## src/rtl/bra_pkg.sv

```systemverilog
package bra_pkg;
  typedef enum logic [1:0] {
    ARB_CORE  = 2'd0,
    ARB_DRAIN = 2'd1,
    ARB_HOST  = 2'd2
  } arb_state_e;
endpackage

```

## src/rtl/bra_sync.sv

```systemverilog
module bra_sync #(
  parameter int unsigned STAGES = 2
) (
  input  logic clk,
  input  logic rst_n,
  input  logic d,
  output logic q
);
  generate
    if (STAGES <= 1) begin : g_one
      logic r;
      always_ff @(posedge clk or negedge rst_n)
        if (!rst_n) r <= 1'b0;
        else        r <= d;
      assign q = r;
    end else begin : g_chain
      logic [STAGES-1:0] chain;
      always_ff @(posedge clk or negedge rst_n)
        if (!rst_n) chain <= '0;
        else        chain <= {chain[STAGES-2:0], d};
      assign q = chain[STAGES-1];
    end
  endgenerate
endmodule

```

## src/rtl/bra_fsm.sv

```systemverilog
module bra_fsm
  import bra_pkg::*;
(
  input  logic       clk,
  input  logic       rst_n,
  input  logic       req_s,
  input  logic       xfer_busy,
  output arb_state_e state
);
  arb_state_e nxt;

  always_comb begin
    nxt = state;
    unique case (state)
      ARB_CORE:  if (req_s) nxt = xfer_busy ? ARB_DRAIN : ARB_HOST;
      ARB_DRAIN: if (!req_s)         nxt = ARB_CORE;
                 else if (!xfer_busy) nxt = ARB_HOST;
      ARB_HOST:  if (!req_s) nxt = ARB_CORE;
      default:   nxt = ARB_CORE;
    endcase
  end

  always_ff @(posedge clk or negedge rst_n)
    if (!rst_n) state <= ARB_CORE;
    else        state <= nxt;
endmodule

```

## src/rtl/bra_drive.sv

```systemverilog
module bra_drive #(
  parameter int unsigned STROBE_N = 7
) (
  input  logic                granted,
  input  logic                go_mode,
  input  logic                core_ext_req,
  output logic                addr_oe,
  output logic                data_oe,
  output logic [STROBE_N-1:0] strobe_oe,
  output logic                core_stall,
  output logic                grant_hang
);
  assign addr_oe = ~granted;
  assign data_oe = ~granted;

  for (genvar i = 0; i < STROBE_N; i++) begin : g_strobe
    assign strobe_oe[i] = ~granted;
  end

  always_comb begin
    core_stall = 1'b0;
    grant_hang = 1'b0;
    if (granted) begin
      if (go_mode) begin
        core_stall = core_ext_req;
        grant_hang = core_ext_req;
      end else begin
        core_stall = 1'b1;
      end
    end
  end
endmodule

```

## src/rtl/bus_req_arb.sv

```systemverilog
module bus_req_arb
  import bra_pkg::*;
#(
  parameter int unsigned SYNC_STAGES = 2,
  parameter int unsigned STROBE_N    = 7
) (
  input  logic                clk,
  input  logic                rst_n,
  input  logic                bus_req_async,
  input  logic                xfer_busy,
  input  logic                core_ext_req,
  input  logic                go_mode,
  output logic                bus_grant,
  output logic                addr_oe,
  output logic                data_oe,
  output logic [STROBE_N-1:0] strobe_oe,
  output logic                core_stall,
  output logic                grant_hang
);
  logic       req_s;
  arb_state_e state;

  bra_sync #(.STAGES(SYNC_STAGES)) u_sync (
    .clk(clk), .rst_n(rst_n), .d(bus_req_async), .q(req_s)
  );

  bra_fsm u_fsm (
    .clk(clk), .rst_n(rst_n), .req_s(req_s), .xfer_busy(xfer_busy), .state(state)
  );

  assign bus_grant = (state == ARB_HOST);

  bra_drive #(.STROBE_N(STROBE_N)) u_drive (
    .granted(bus_grant), .go_mode(go_mode), .core_ext_req(core_ext_req),
    .addr_oe(addr_oe), .data_oe(data_oe), .strobe_oe(strobe_oe),
    .core_stall(core_stall), .grant_hang(grant_hang)
  );
endmodule

```

## config.mk

```make
export PLATFORM = sky130hd
export DESIGN_NAME = bus_req_arb
export DESIGN_NICKNAME = d
export VERILOG_FILES = /design/src/rtl/bra_pkg.sv /design/src/rtl/bra_sync.sv /design/src/rtl/bra_fsm.sv /design/src/rtl/bra_drive.sv /design/src/rtl/bus_req_arb.sv
export SDC_FILE = /design/constraint.sdc
export NUM_CORES = 1
export LEC_CHECK = 0
export ABC_CLOCK_PERIOD_IN_PS = 1500
export BUFFER_PORTS_ARGS = -buffer_cell sky130_fd_sc_hd__buf_2
export CAP_MARGIN = 20
export CORE_AREA = 2 2 39 41
export DETAILED_ROUTE_END_ITERATION = 10
export DIE_AREA = 0 0 41 43
export PLACE_DENSITY = 0.41
export SLEW_MARGIN = 10
export SYNTH_ARGS = -nofsm -noshare
export SYNTH_HDL_FRONTEND = slang
export SYNTH_HIERARCHICAL = 1
export SYNTH_SLANG_ARGS = --single-unit
```

## constraint.sdc

```tcl
create_clock -name clk -period 1.5 [get_ports clk]
set_input_delay 0.3 -clock clk [delete_from_list [all_inputs] [get_ports clk]]
set_output_delay 0.3 -clock clk [all_outputs]
set_load 0.005 [all_outputs]
```

==> out/metrics.yaml <==
ys.flop_type: "dfrtp_1"
start_util_pct: 16.46
ios: 18
ys_warn_count: 6
ant_nets: 0
post-route-util_pct: 22.06
async_flop_share_pct: 100.0
areaGrowthSynthToFinish_pct: 34.07
slew_violations: 0
p_int_mw: 0.2354
startpoint: "u_fsm/state[0]"
synthSimpleGateAreaFrac_pct: 20.88
slowest_stage: "dfrtp_1"
r2r_setup_slack_ps: 690
power_switching_mw: 0.07208
yosys.area_share.adder_pct: 0
firstDrtPassIters: 1
fin_crit_ps: 1395
p_sw_share_pct: 23.44
path_clk_slew_ps: 40
clock_latency_ps: 230
numCtsBuffers: 3
synth_area_leaders: "dfrtp_1 44%, buf_4 26%, nand2b_4 6.0%, nor2b_4 6.0%, and3_1 5.5%"
nNetsFinal: 43
power_frac_comb_pct: 18.0
cts_root_buf: "clkbuf_4"
min_from: "bus_req_async"
r2r_end: "u_fsm/state[1]"
rsz0062_at_grt: "true"
syn_nets: 28
cp-end-kind: "output pin"
crit_family: "flip-flops"
p_leak_nw: 0.1716
num_rows: 14
die_area_um2: 1763
critPathBufInv: 2
netlist.area_leader.share_pct: 43.96
dr_total_vias: 177
finalSetupViolCount: 0
finalHoldViolCount: 0
synth_cell_types: 9
n_antenna_cell: 0
powerDensity_nw_per_um2: 1007
tritoncts: "yes"
syn_avg_cell_area_um2: 10.35
required_ps: 1200
cp_cell_sequence: "nor2b_4 > inv_1 > a21oi_2 > buf_2"
muxShareOfSynthArea_pct: 0
portBuffers: 17
finalWorstSetupSlack_ps: 105.5
postCtsSetupBuffers: 0
synthesis.area_um2: 227.7
slew_headroom_pct: 86.30
yosysMostFrequentCell: "buf_4"
dieWidth_um: 41
critical_path_class: "flip-flop to output pin"
dp_hpwl_um: 296.7
synth-xor-area-share_pct: 0
cts.sinks: 4
hold_ws_ps: 171.5
min_path_type: "input pin to flip-flop"
vias_per_cell: 3.471
tightest_slew_ps: 205.3
maxCapViolations: 0
fin_skew_ps: 1.901
cp-start-kind: "flip-flop"
drtIter0Drc: 0
status: "complete, no violations"
postRouteWirelength_um: 363
max_freq_mhz: 717.1
grt_max_degree: 11
irDropWorstVdd_mv: 0.2718
ctsHtreeMaxLevel: 1
synth_seq_cells: 4
gr-total-overflow: 0
cts_max_path_buffers: 2
place_ws_ps: 336.3
synth-compound-area-share_pct: 3.846
avgRoutedWirePerCell_um: 7.118
design.core.area_um2: 1384
path_depth: 4
holdPathEnd: "u_sync/g_chain.chain[0]"
period_share_pct: 92.97
gp_congestion: 0.5516
r2r_start: "u_fsm/state[1]"
synth_edf_count: 0
synthCells: 22
crit_fanout: 10
synth_top_family_by_area: "buffers and inverters"
r2r_cells: 2
pwr-share-clk_pct: 43.4
ctsResizeCount: 0
synth_top_area_cell: "dfrtp_1"
drc: 0
power.total_mw: 0.3075
synth_seq_area_share_pct: 43.96
synth_commonest_cells: "8 x buf_4, 4 x dfrtp_1, 3 x inv_1"
cpPeakStageDelay_ps: 400
grt_pass1_wl_um: 448
fp.dieH_um: 43
grt_pass1_vias: 133
cp.arrival_ps: 1090
antenna_found_initial: 0
seqPwrFrac_pct: 38.5
track_usage_pct: 4.137
hold_path_depth: 1
drive_above_1_share_pct: 65.71
-- power by group through the flow --
stage                     clock network, mW  registers, mW  logic (mW)
after floorplan                           0          0.119      0.0454
after global placement                    0          0.120      0.0548
after detailed placement                  0          0.120      0.0547
after CTS                             0.144          0.119      0.0567
after global routing                  0.147          0.119      0.0656
final                                 0.134          0.118      0.0554
-- state kept, by name, summed over array words and instances (netlist names) --
register	count
u_sync/g_chain.chain	2
u_fsm/state	2
-- metrics by stage --
stage / std cells / instance area [um2] / TNS [ps]
4_1_cts: 51 / 305.3 / 0
3_3_place_gp: 47 / 272.8 / 0
2_1_floorplan: 22 / 227.7 / 0
3_5_place_dp: 47 / 272.8 / 0
5_1_grt: 51 / 305.3 / -39.83
6_report: 51 / 305.3 / 0
-- layout make-up --
cell class,count,area (um2)
clock buffer,3,22.52
fill,153,1079
inverter,3,11.26
multi-input combinational,7,56.30
sequential,4,100.1
tap,16,20.02
timing repair buffer,18,95.09
-- worst max-delay path by stage --
stage	end	slack, ps
CTS	core_stall	70
floorplan	data_oe	350
global placement	core_stall	340
finish	core_stall	110
global route	core_stall	-40
detailed placement	core_stall	340
-- per-layer routing --
layer	routed length, um	vias to the layer above	GRT usage, %	part of all wire, %
met5	0	-	0	0
met4	0	0	6.000	0
met3	74	0	1.571	20
met2	168	18	5.938	46
met1	121	75	3.268	33
li1	-	84	-	-
-- logic make-up (layout without fill, tap and decap cells) --
family / count (synthesis) / count (layout)
flops: 4 / 4
buf+inv: 11 / 24
simple gates: 6 / 6
compound gates: 1 / 1
-- layout by cell type, fill, tap and decap left out, drive strengths merged --
master	count
inv	3
dfrtp	4
clkbuf	3
and3	2
buf	17
dlygate4sd3	1
nor2b	1
nand2b	1
nand2	1
a21oi	1
nor2	1
-- repair_timing --
action | in CTS | in global routing
endpoints found under the setup margin | 0 | 2
hold buffers | 1 | 0
endpoints found under the hold margin | 4 | 0
Note: power is estimated with default switching activity, not from simulation.
